$ cat config.mk
export PLATFORM = sky130hd
export DESIGN_NAME = spec_track_unit
export DESIGN_NICKNAME = d
export VERILOG_FILES = /design/src/rtl/stu_pkg.sv /design/src/rtl/stu_tag_table.sv /design/src/rtl/stu_wr_buffer.sv /design/src/rtl/stu_commit_seq.sv /design/src/rtl/spec_track_unit.sv
export SDC_FILE = /design/constraint.sdc
export NUM_CORES = 1
export LEC_CHECK = 0
export CAP_MARGIN = 5
export CORE_ASPECT_RATIO = 2
export CORE_MARGIN = 2
export CORE_UTILIZATION = 30
export CTS_CLUSTER_DIAMETER = 80
export DETAILED_ROUTE_END_ITERATION = 8
export PLACE_DENSITY_LB_ADDON = 0.15
export SLEW_MARGIN = 20
export SYNTH_ARGS = -nofsm -noshare
export SYNTH_HDL_FRONTEND = slang
export SYNTH_SLANG_ARGS = --single-unit
$ cat constraint.sdc
create_clock -name clk -period 8 [get_ports clk]
set_input_delay 1.6 -clock clk [delete_from_list [all_inputs] [get_ports clk]]
set_output_delay 1.6 -clock clk [all_outputs]
set_load 0.01 [all_outputs]
$ cat src/rtl/stu_pkg.sv
package stu_pkg;
  typedef enum logic [1:0] {
    PK_NONE = 2'd0,
    PK_SOP  = 2'd1,
    PK_BEAT = 2'd2,
    PK_EOP  = 2'd3
  } pkt_kind_e;

  typedef enum logic [1:0] {
    SQ_IDLE  = 2'd0,
    SQ_BEATS = 2'd1,
    SQ_FIN   = 2'd2
  } seq_state_e;
endpackage

$ cat src/rtl/stu_tag_table.sv
module stu_tag_table #(
  parameter int ADDR_W = 16,
  parameter int NENT   = 8,
  localparam int IDX_W = (NENT > 1) ? $clog2(NENT) : 1,
  localparam int CNT_W = $clog2(NENT + 1)
) (
  input  logic              clk,
  input  logic              rst,
  input  logic              clear,
  input  logic              acc_go,
  input  logic              acc_store,
  input  logic [ADDR_W-1:0] acc_addr,
  input  logic [ADDR_W-1:0] snp_addr,
  output logic              snp_hit,
  output logic              wr_en,
  output logic [IDX_W-1:0]  wr_slot,
  output logic              full,
  output logic [CNT_W-1:0]  mod_cnt
);
  logic [ADDR_W-1:0] tag_q  [NENT];
  logic [IDX_W-1:0]  slot_q [NENT];
  logic [NENT-1:0]   rd_q, mod_q, live, acc_match, snp_match;
  logic [CNT_W-1:0]  ent_cnt_q, mod_cnt_q;
  logic              full_q, acc_hit, alloc, bump_mod, hit_mod;
  logic [IDX_W-1:0]  hit_idx, new_idx;

  for (genvar g = 0; g < NENT; g++) begin : g_ent
    assign live[g]      = (CNT_W'(g) < ent_cnt_q);
    assign acc_match[g] = live[g] && (tag_q[g] == acc_addr);
    assign snp_match[g] = live[g] && rd_q[g] && (tag_q[g] == snp_addr);
  end

  always_comb begin
    hit_idx = '0;
    for (int i = NENT - 1; i >= 0; i--) begin
      if (acc_match[i]) hit_idx = IDX_W'(i);
    end
  end

  assign acc_hit  = |acc_match;
  assign hit_mod  = acc_hit && mod_q[hit_idx];
  assign new_idx  = IDX_W'(ent_cnt_q);
  assign alloc    = acc_go && !acc_hit && !full_q;
  assign wr_en    = acc_go && acc_store && (acc_hit || !full_q);
  assign wr_slot  = hit_mod ? slot_q[hit_idx] : IDX_W'(mod_cnt_q);
  assign bump_mod = wr_en && !hit_mod;
  assign snp_hit  = |snp_match;
  assign full     = full_q;
  assign mod_cnt  = mod_cnt_q;

  always_ff @(posedge clk) begin
    if (rst || clear) begin
      ent_cnt_q <= '0;
      mod_cnt_q <= '0;
      rd_q      <= '0;
      mod_q     <= '0;
      full_q    <= 1'b0;
    end else begin
      if (acc_go && acc_hit) begin
        if (!acc_store) begin
          rd_q[hit_idx] <= 1'b1;
        end else if (!mod_q[hit_idx]) begin
          mod_q[hit_idx]  <= 1'b1;
          slot_q[hit_idx] <= IDX_W'(mod_cnt_q);
        end
      end
      if (alloc) begin
        tag_q[new_idx]  <= acc_addr;
        rd_q[new_idx]   <= !acc_store;
        mod_q[new_idx]  <= acc_store;
        slot_q[new_idx] <= IDX_W'(mod_cnt_q);
        ent_cnt_q       <= ent_cnt_q + CNT_W'(1);
        full_q          <= (ent_cnt_q == CNT_W'(NENT - 1));
      end
      if (bump_mod) mod_cnt_q <= mod_cnt_q + CNT_W'(1);
    end
  end

  a_r9_stall_blocks_alloc: assert property (@(posedge clk) disable iff (rst)
    (full_q && acc_go && !acc_hit && !clear) |=> (ent_cnt_q == $past(ent_cnt_q)));
  a_r9_count_bound: assert property (@(posedge clk) disable iff (rst)
    (ent_cnt_q <= CNT_W'(NENT)) && (mod_cnt_q <= ent_cnt_q));
  a_r7_clear_empties: assert property (@(posedge clk) disable iff (rst)
    clear |=> (ent_cnt_q == '0 && mod_cnt_q == '0 && !full_q));
endmodule

$ cat src/rtl/stu_wr_buffer.sv
module stu_wr_buffer #(
  parameter int ADDR_W = 16,
  parameter int DATA_W = 32,
  parameter int NENT   = 8,
  localparam int IDX_W = (NENT > 1) ? $clog2(NENT) : 1
) (
  input  logic              clk,
  input  logic              we,
  input  logic [IDX_W-1:0]  waddr,
  input  logic [ADDR_W-1:0] wline,
  input  logic [DATA_W-1:0] wdata,
  input  logic              re,
  input  logic [IDX_W-1:0]  raddr,
  output logic [ADDR_W-1:0] rline,
  output logic [DATA_W-1:0] rdata
);
  logic [ADDR_W-1:0] line_mem [NENT];
  logic [DATA_W-1:0] data_mem [NENT];

  always_ff @(posedge clk) begin
    if (we) begin
      line_mem[waddr] <= wline;
      data_mem[waddr] <= wdata;
    end
    if (re) begin
      rline <= line_mem[raddr];
      rdata <= data_mem[raddr];
    end
  end
endmodule

$ cat src/rtl/stu_commit_seq.sv
module stu_commit_seq
  import stu_pkg::*;
#(
  parameter int NENT   = 8,
  localparam int IDX_W = (NENT > 1) ? $clog2(NENT) : 1,
  localparam int CNT_W = $clog2(NENT + 1)
) (
  input  logic             clk,
  input  logic             rst,
  input  logic             start,
  input  logic [CNT_W-1:0] mod_cnt,
  output logic             busy,
  output logic             done,
  output logic             rd_en,
  output logic [IDX_W-1:0] rd_ptr,
  output logic             pkt_valid,
  output logic [1:0]       pkt_kind
);
  seq_state_e       state_q;
  pkt_kind_e        kind_q;
  logic [IDX_W-1:0] ptr_q;
  logic             busy_q, valid_q, last_beat;

  assign last_beat = (CNT_W'(ptr_q) + CNT_W'(1)) == mod_cnt;
  assign rd_en     = (state_q == SQ_BEATS);
  assign rd_ptr    = ptr_q;
  assign done      = (state_q == SQ_FIN);
  assign busy      = busy_q;
  assign pkt_valid = valid_q;
  assign pkt_kind  = kind_q;

  always_ff @(posedge clk) begin
    if (rst) begin
      state_q <= SQ_IDLE;
      kind_q  <= PK_NONE;
      ptr_q   <= '0;
      busy_q  <= 1'b0;
      valid_q <= 1'b0;
    end else begin
      case (state_q)
        SQ_IDLE: begin
          busy_q  <= start;
          valid_q <= start;
          kind_q  <= start ? PK_SOP : PK_NONE;
          ptr_q   <= '0;
          if (start) state_q <= (mod_cnt == '0) ? SQ_FIN : SQ_BEATS;
        end
        SQ_BEATS: begin
          valid_q <= 1'b1;
          kind_q  <= PK_BEAT;
          ptr_q   <= ptr_q + IDX_W'(1);
          if (last_beat) state_q <= SQ_FIN;
        end
        SQ_FIN: begin
          valid_q <= 1'b1;
          kind_q  <= PK_EOP;
          state_q <= SQ_IDLE;
        end
        default: state_q <= SQ_IDLE;
      endcase
    end
  end

  a_r6_valid_under_hold: assert property (@(posedge clk) disable iff (rst)
    valid_q |-> busy_q);
  a_r5_sop_followed: assert property (@(posedge clk) disable iff (rst)
    (valid_q && kind_q == PK_SOP) |=> (valid_q && (kind_q == PK_BEAT || kind_q == PK_EOP)));
  a_r5_eop_closes: assert property (@(posedge clk) disable iff (rst)
    (valid_q && kind_q == PK_EOP) |=> (!valid_q && !busy_q));
endmodule

$ cat src/rtl/spec_track_unit.sv
module spec_track_unit #(
  parameter int ADDR_W = 16,
  parameter int DATA_W = 32,
  parameter int NENT   = 8
) (
  input  logic              clk,
  input  logic              rst,
  input  logic              acc_valid,
  input  logic              acc_store,
  input  logic [ADDR_W-1:0] acc_addr,
  input  logic [DATA_W-1:0] acc_data,
  output logic              acc_stall,
  input  logic              snp_valid,
  input  logic [ADDR_W-1:0] snp_addr,
  output logic              snp_hold,
  output logic              viol,
  input  logic              viol_ack,
  input  logic              cmt_req,
  input  logic              abt_req,
  output logic              pkt_valid,
  output logic [1:0]        pkt_kind,
  output logic [ADDR_W-1:0] pkt_addr,
  output logic [DATA_W-1:0] pkt_data
);
  localparam int IDX_W = (NENT > 1) ? $clog2(NENT) : 1;
  localparam int CNT_W = $clog2(NENT + 1);

  logic             busy, seq_done, snp_hit, viol_q, viol_set;
  logic             abt_go, cmt_go, acc_go, clear;
  logic             wr_en, rd_en;
  logic [IDX_W-1:0] wr_slot, rd_ptr;
  logic [CNT_W-1:0] mod_cnt;

  assign viol_set = snp_valid && !busy && snp_hit;
  assign abt_go   = abt_req && !busy;
  assign cmt_go   = cmt_req && !busy && !abt_req && !viol_q && !viol_set;
  assign acc_go   = acc_valid && !busy && !abt_req && !cmt_go;
  assign clear    = abt_go || seq_done;
  assign snp_hold = busy;
  assign viol     = viol_q;

  always_ff @(posedge clk) begin
    if (rst)           viol_q <= 1'b0;
    else if (viol_set) viol_q <= 1'b1;
    else if (viol_ack) viol_q <= 1'b0;
  end

  stu_tag_table #(.ADDR_W(ADDR_W), .NENT(NENT)) u_table (
    .clk(clk), .rst(rst), .clear(clear), .acc_go(acc_go), .acc_store(acc_store),
    .acc_addr(acc_addr), .snp_addr(snp_addr), .snp_hit(snp_hit), .wr_en(wr_en),
    .wr_slot(wr_slot), .full(acc_stall), .mod_cnt(mod_cnt)
  );

  stu_wr_buffer #(.ADDR_W(ADDR_W), .DATA_W(DATA_W), .NENT(NENT)) u_buf (
    .clk(clk), .we(wr_en), .waddr(wr_slot), .wline(acc_addr), .wdata(acc_data),
    .re(rd_en), .raddr(rd_ptr), .rline(pkt_addr), .rdata(pkt_data)
  );

  stu_commit_seq #(.NENT(NENT)) u_seq (
    .clk(clk), .rst(rst), .start(cmt_go), .mod_cnt(mod_cnt), .busy(busy),
    .done(seq_done), .rd_en(rd_en), .rd_ptr(rd_ptr), .pkt_valid(pkt_valid),
    .pkt_kind(pkt_kind)
  );

  a_r3_viol_sticky: assert property (@(posedge clk) disable iff (rst)
    (viol_q && !viol_ack) |=> viol_q);
  a_r6_hold_freezes_viol: assert property (@(posedge clk) disable iff (rst)
    (snp_hold && !viol_ack) |=> (viol_q == $past(viol_q)));
  a_r10_no_sop_when_violated: assert property (@(posedge clk) disable iff (rst)
    (pkt_valid && pkt_kind == 2'd1) |-> !$past(viol_q));
  a_r8_abort_beats_commit: assert property (@(posedge clk) disable iff (rst)
    (abt_req && !snp_hold) |=> !(pkt_valid && pkt_kind == 2'd1));
endmodule

==> run metrics, run 1 <==
Slowest cell on crit path clkdlybuf4s50_1; I/O pin total roughly 130; synthesized cell area approximately 0.026 mm^2; die area roughly 0.09 mm^2; RSZ-0062 raised after global routing no; Die X between 200 and 250 um; Routed WL per cell 26.2 um; commonest non-fill, non-tap cell in the layout edfxtp_1; Pwr Total approximately 6.7 mW; crit share post-route a little under 80%; run status finished clean; number of buffers created by CTS 58; Avg Vias per Cell 4.92; final WL 77.2 mm; DRT Pass-1 Iters 5; Achievable Freq between 150 and 200 MHz; first-pass GRT wire length 112 mm; GP Congestion 0.882; CP arrival 6.46 ns; CTS max path bufs 3; Async S/R FF share, synth 0%; most frequent cells in the layout edfxtp_1 (584), xnor2_1 (145), clkdlybuf4s50_1 (125), xor2_1 (119), mux4_2 (96); worst hold path class reg2reg; Synth Net Count 1643; Antenna diodes 0; worst-path fanout max 48; Synth warnings 0; buffers inserted by post-CTS timing repair 0; CTS resizes 0; Fin Hold WS around 0.5 ns; Fin Setup TNS 0 ns; sequential share of the synthesized area 69.2%; number of synthesized flops with an enable pin around 580; Synth Area in Adders less than 1%; Detailed Route Iter0 Violations ~730; WP data required 8.28 ns; flops & latches, synth 619; Layout area overhead 19.4%; family with the most delay on the worst path compound AO/OA/AOI/OAI gates; # H-tree levels 2; CP bufs+invs 3; CTS clk-pin slew, worst paths approximately 0.07 ns; Final Hold Viols 0; Core Util, Final 36.2%; worst clock skew between 0.03 and 0.04 ns; post-synthesis mux area share 10.7%; Antenna Violating Nets Remaining 0; post-synthesis simple-gate area fraction under 10%; critical path cell sequence clkdlybuf4s50_1 -> xor2_1 -> or4_1 -> or3_1 -> a211oi_1 -> buf_4 -> o311a_1 -> o21ba_2 -> mux2i_1 -> o311ai_4 -> a21o_1 -> nand3b_1 -> nor2_4 -> buf_12; dpl cells ~2800; Die H 423 um; clock sink count 619; maximum vdd ir drop roughly 200 uV; Mapped Cells approximately 1600; post-synth cell types 70; Max Cap Viol 0; I/O Buffers between 100 and 150; Via Count approximately 15000; WS Path Type in2reg; Setup Viol. Count Final 0; starting density of the core around 30%; Max-slew headroom around 28%; initial antenna violation count 0; crit start category input port; post-synthesis compound-gate area fraction 3.29%; cell area power density around 210 mW/mm^2; Final Non-Filler Cells ~3000; main combinational cell family by area after synthesis multiplexers; layout filler cell count around 8300; Nets around 1800; Final Max Slew Viols 0; GRT overflow 0; CTS Root Cell clkbuf_16; vias in the first global route 15900; Total GRT Usage 17.3%; Post-route DRC 0; CP endpoint kind flip-flop; syn_area_per_cell around 17 um^2; Pleak around 9.5 nW; Synth Flop Type edfxtp_1; core box area around 0.087 mm^2; min Tclk post-route 6.18 ns; Worst Max-Slew Pin Slew approximately 1.1 ns; Slowest Stage Delay on Critical Path between 0.7 and 0.8 ns; post-synthesis xor/xnor area fraction approximately 8.8%; post-DP HPWL just over 50 mm; later-pin clock latency in the skew report about 0.65 ns; largest net degree at the start of global routing just under 60; row cnt between 150 and 200; layout cells sized above 1 roughly a fifth; CTS tree yes; cts hold-fix bufs 0
## area by class of cell
cell class / instances / area (um^2) / area share [%]
multi-input combinational: 845 / 7850 / 24.9
inverter: 21 / 78.8 / 0.250
sequential: 619 / 18200 / 58.0
tap: 1162 / 1450 / 4.62
clock buffer: 65 / 1480 / 4.70
clock inverter: 42 / 465 / 1.48
timing repair buffer: 194 / 1900 / 6.03
## cells by family (layout without fill, tap and decap cells)
logic type,Yosys count,in the layout
compound gates,119,119
flops,619,619
simple gates,296,296
buf+inv,97,322
mux,156,156
fa+ha+maj,10,10
xor+xnor,264,264
## worst paths after layout
check	from	end	slack, ns	depth (start not counted)
worst min register to register	u_seq.pkt_kind[0]	u_seq.pkt_kind[0]	0.50	2
worst min-delay path	u_seq.pkt_kind[0]	u_seq.pkt_kind[0]	0.50	2
worst max register to register	u_table.tag_q[7][1]	u_buf.data_mem[5][24]	2.94	13
worst max-delay path	acc_addr[15]	u_buf.data_mem[5][24]	1.82	14
## per-layer routing
layer  part of all wire (%)  wire length [um]  vias to the layer above  track usage, %
li1                       -                 -                     6437               -
met1                     37             28600                     7474            18.9
met2                     53             41100                      421            31.5
met3                    3.5              2730                      177            2.26
met4                    6.3              4890                        0            10.0
met5                      0                 0                        -               0
## synth_stat cells, types with 3 or more instances
| library cell | n | area, um^2 |
|---|---|---|
| ha_1 | 10 | 125 |
| nand3b_1 | 4 | 30.0 |
| o21a_1 | 3 | 22.5 |
| nor3b_1 | 6 | 45.0 |
| nor2b_1 | 5 | 31.3 |
| nor2_1 | 61 | 229 |
| a21o_1 | 5 | 37.5 |
| nand2_1 | 36 | 135 |
| a31oi_1 | 6 | 37.5 |
| nand2b_1 | 5 | 31.3 |
| xnor2_1 | 145 | 1270 |
| mux4_2 | 96 | 2160 |
| o21ai_0 | 14 | 70.1 |
| a21oi_1 | 18 | 90.1 |
| nand4_1 | 36 | 225 |
| and3_1 | 4 | 25.0 |
| or4_1 | 5 | 37.5 |
| a22oi_1 | 4 | 30.0 |
| clkbuf_1 | 43 | 161 |
| nand4b_1 | 5 | 43.8 |
| buf_1 | 12 | 45.0 |
| or2_2 | 4 | 25.0 |
| a211oi_1 | 31 | 233 |
| mux2_2 | 50 | 563 |
| buf_2 | 19 | 95.1 |
| xor2_1 | 119 | 1040 |
| nor4_1 | 33 | 206 |
| dfxtp_1 | 35 | 701 |
| edfxtp_1 | 584 | 17500 |
| and2_1 | 5 | 31.3 |
| nand3_1 | 35 | 175 |
| o211ai_1 | 3 | 22.5 |
| nor4b_1 | 4 | 35.0 |
| a211o_1 | 5 | 43.8 |
| inv_1 | 21 | 78.8 |
| nor3_1 | 41 | 205 |
| mux2i_1 | 10 | 100 |
## through the flow
| stage | area [um^2] | worst slack, ns |
|---|---|---|
| 2_1_floorplan | 26400 | 1.19 |
| 3_3_place_gp | 29500 | 1.33 |
| 3_5_place_dp | 29500 | 1.23 |
| 4_1_cts | 31500 | 1.87 |
| 5_1_grt | 31500 | 1.58 |
| 6_report | 31500 | 1.82 |
## report_power, final
part | switching (mW) | internal (mW) | total [mW]
Sequential | 0.00553 | 3.54 | 3.55
Clock | 1.28 | 1.60 | 2.88
Combinational | 0.182 | 0.106 | 0.289
## worst reg2reg max path, stage by stage (launching register included)
cell and delay (ns):
edfxtp_1 0.47, xor2_1 0.25, or4_1 0.50, or3_1 0.44, a211oi_1 0.33, buf_4 0.20, o311a_1 0.26, o21ba_2 0.36
mux2i_1 0.17, o311ai_4 0.54, a21o_1 0.24, nand3b_1 0.32, nor2_4 0.23, buf_12 0.34
## registers in the layout, indices dropped and copies added, names as in the netlist
signal / count
u_table.full: 1
u_table.rd_q: 8
u_table.mod_cnt: 4
u_buf.rdata: 32
u_seq.rd_ptr: 3
u_table.mod_q: 8
u_table.slot_q: 24
u_seq.busy: 1
u_seq.pkt_valid: 1
u_buf.line_mem: 128
u_buf.rline: 16
u_table.tag_q: 128
u_seq.state_q: 2
u_seq.pkt_kind: 2
u_table.ent_cnt_q: 4
u_buf.data_mem: 256
viol: 1
Note: power is estimated with default switching activity, not from simulation.
==> run 2: changes to the inputs <==
- clock period: 8 -> 5.7 ns (I/O delays scaled with it)
==> run 2 against run 1 <==
  * Cell count increased by 2.6%
  * Critical path type unchanged
  * Clock skew rose by 0.0092 ns
  * Worst setup slack lost 1.1 ns
  * Global-route usage increased by 0.46 points
  * Clock-buffer cell count shrank 2
  * Design area increased by 2.7%
  * Sequential share of layout area fell by 1.5 points
==> run metrics, run 2 (synthesized netlist as in run 1, its figures left out) <==
CTS Root Cell clkbuf_16; Detailed Route Iter0 Violations 878 (+20%); CTS clk-pin slew, worst paths 0.06 ns (about the same); WS Path Type in2reg; Slowest Stage Delay on Critical Path 0.51 ns (-0.28 ns); first-pass GRT wire length 114 mm (+1.9%); later-pin clock latency in the skew report 0.66 ns (about the same); die area 0.0904 mm^2 (unchanged); Pwr Total 9.30 mW (+39%); Die H 423 um (unchanged); worst clock skew 0.0408 ns (+0.00916 ns); critical path cell sequence clkdlybuf4s50_1 -> xor2_1 -> or4_1 -> or3_1 -> a211oi_1 -> buf_4 -> o311a_1 -> o21ba_2 -> mux2i_1 -> o311ai_4 -> buf_4 -> a211oi_1 -> a31oi_1 -> nor2_4 -> buf_12; RR Startpoint u_table.ent_cnt_q[1]; WP data required 6.01 ns (-2.27 ns); family with the most delay on the worst path compound AO/OA/AOI/OAI gates; Avg Vias per Cell 4.90 (-0.35%); CTS resizes 0 (unchanged); Fin Setup TNS 0 ns (unchanged); Setup Viol. Count Final 0 (unchanged); Hold Startpoint u_seq.pkt_kind[0]; Biggest register u_buf.data_mem; Max Cap Viol 0 (unchanged); number of buffers created by CTS 57 (-1.7%); Psw 2.09 mW (+42%); crit share post-route between 80 and 90%; Antenna Violating Nets Remaining 0 (unchanged); Post-route DRC 0 (unchanged); CP bufs+invs 4 (+1); crit start category input port; Seq pwr share 53.5% (+0.7 points); Largest regs u_buf.data_mem x256, u_buf.line_mem x128, u_table.tag_q x128; Achievable Freq roughly 200 MHz; vias in the first global route 16400 (+3.1%); DRT Pass-1 Iters 4 (-1); clock sink count 619 (unchanged); min Tclk post-route roughly 5 ns; row cnt 153 (unchanged); worst-path fanout max 23 (-52%); Max-slew headroom 31.5% (+3.5 points); # H-tree levels 2 (unchanged); Slowest cell on crit path clkdlybuf4s50_1; Die X 214 um (unchanged); Layout area overhead 22.7%; Fin Hold WS 0.494 ns (-0.00579 ns); final WL 79.2 mm (+2.5%); layout cells sized above 1 22.6% (+3.6 points); Final Max Slew Viols 0 (unchanged); largest net degree at the start of global routing 56 (-5.1%); run status finished clean; CTS max path bufs 3 (unchanged); Nets 1895 (+4.1%); Largest register FFs 256 (unchanged); clock power share 41.8% (-1.1 points); commonest non-fill, non-tap cell in the layout edfxtp_1; internal power 7.22 mW (+38%); Sw Ratio 22.4% (+0.56 points); core box area 0.0869 mm^2 (unchanged); initial antenna violation count 3 (+3); CTS tree yes; Pleak 9.97 nW (+4.5%); GRT overflow 0 (unchanged); Via Count 14800 (+2.2%); CP arrival 5.32 ns (-1.14 ns); most frequent cells in the layout edfxtp_1 (584), xnor2_1 (145), clkdlybuf4s50_1 (125), xor2_1 (119), buf_4 (104); Routed WL per cell 26.2 um (about the same); cell area power density 288 mW/mm^2 (+35%); maximum vdd ir drop 277 uV (+41%); I/O Buffers 125 (unchanged); Total GRT Usage 17.7% (+0.46 points); I/O pin total 126 (unchanged); GP Congestion 0.891 (+1.0%); Worst Max-Slew Pin Slew 1.02 ns (-0.0580 ns); Final Hold Viols 0 (unchanged); buffers inserted by post-CTS timing repair 0 (unchanged); cts hold-fix bufs 0 (unchanged); Comb pwr share 4.7% (+0.4 points); worst hold path class reg2reg; CP endpoint kind flip-flop; Worst setup startpoint acc_addr[9]; RSZ-0062 raised after global routing no; starting density of the core 30.3% (unchanged); post-DP HPWL 54.0 mm (+5.4%)
## run 2: layer usage
layer / routed length, um / part of all wire [%] / vias to the layer above / global-route usage, %
li1: - / - / 6596 / -
met1: 28600 / 36 / 7698 / 19.0
met2: 44000 / 56 / 376 / 33.9
met3: 2620 / 3.3 / 161 / 2.10
met4: 3960 / 5.0 / 0 / 8.37
met5: 0 / 0 / - / 0
## run 2: power by group through the flow
stage | logic [mW] | clock network (mW) | registers [mW]
after CTS | 0.445 | 4.02 | 4.98
final | 0.436 | 3.89 | 4.98
after floorplan | 0.177 | 0 | 5.08
after global routing | 0.465 | 4.16 | 4.98
after detailed placement | 0.443 | 0 | 5.08
after global placement | 0.441 | 0 | 5.08
## run 2: worst paths after layout
| kind | end | slack [ns] | cells past startpoint |
|---|---|---|---|
| setup / recovery | u_buf.data_mem[4][27] | 0.70 | 15 |
| hold reg to reg | u_seq.pkt_kind[0] | 0.49 | 2 |
| setup reg to reg | u_table.slot_q[7][2] | 1.25 | 16 |
| hold / removal | u_seq.pkt_kind[0] | 0.49 | 2 |
## run 2: tightest hold or removal path, stage by stage (launching register included)
cell and delay, ns:
dfxtp_1 0.33, a21oi_1 0.07, nor2_1 0.07
## run 2: area by class of cell
class	instances	area, um^2
clock buffer	63	1470
tap	1162	1450
clock inverter	44	404
fill	8220	54600
inverter	21	78.8
multi-input combinational	845	7840
sequential	619	18200
antenna	1	2.50
timing repair buffer	269	2830
## run 2: per-stage QoR
step / cell area [um^2] / setup slack, ns / cells / utilization (%)
6_report: 32300 / 0.697 / 3024 / 37.2
5_1_grt: 32300 / 0.494 / 3024 / 37.2
4_1_cts: 32300 / 0.708 / 3023 / 37.2
3_5_place_dp: 30500 / 0.0476 / 2916 / 35.0
3_3_place_gp: 30500 / 0.0778 / 2916 / 35.0
2_1_floorplan: 26400 / -0.654 / 1561 / -
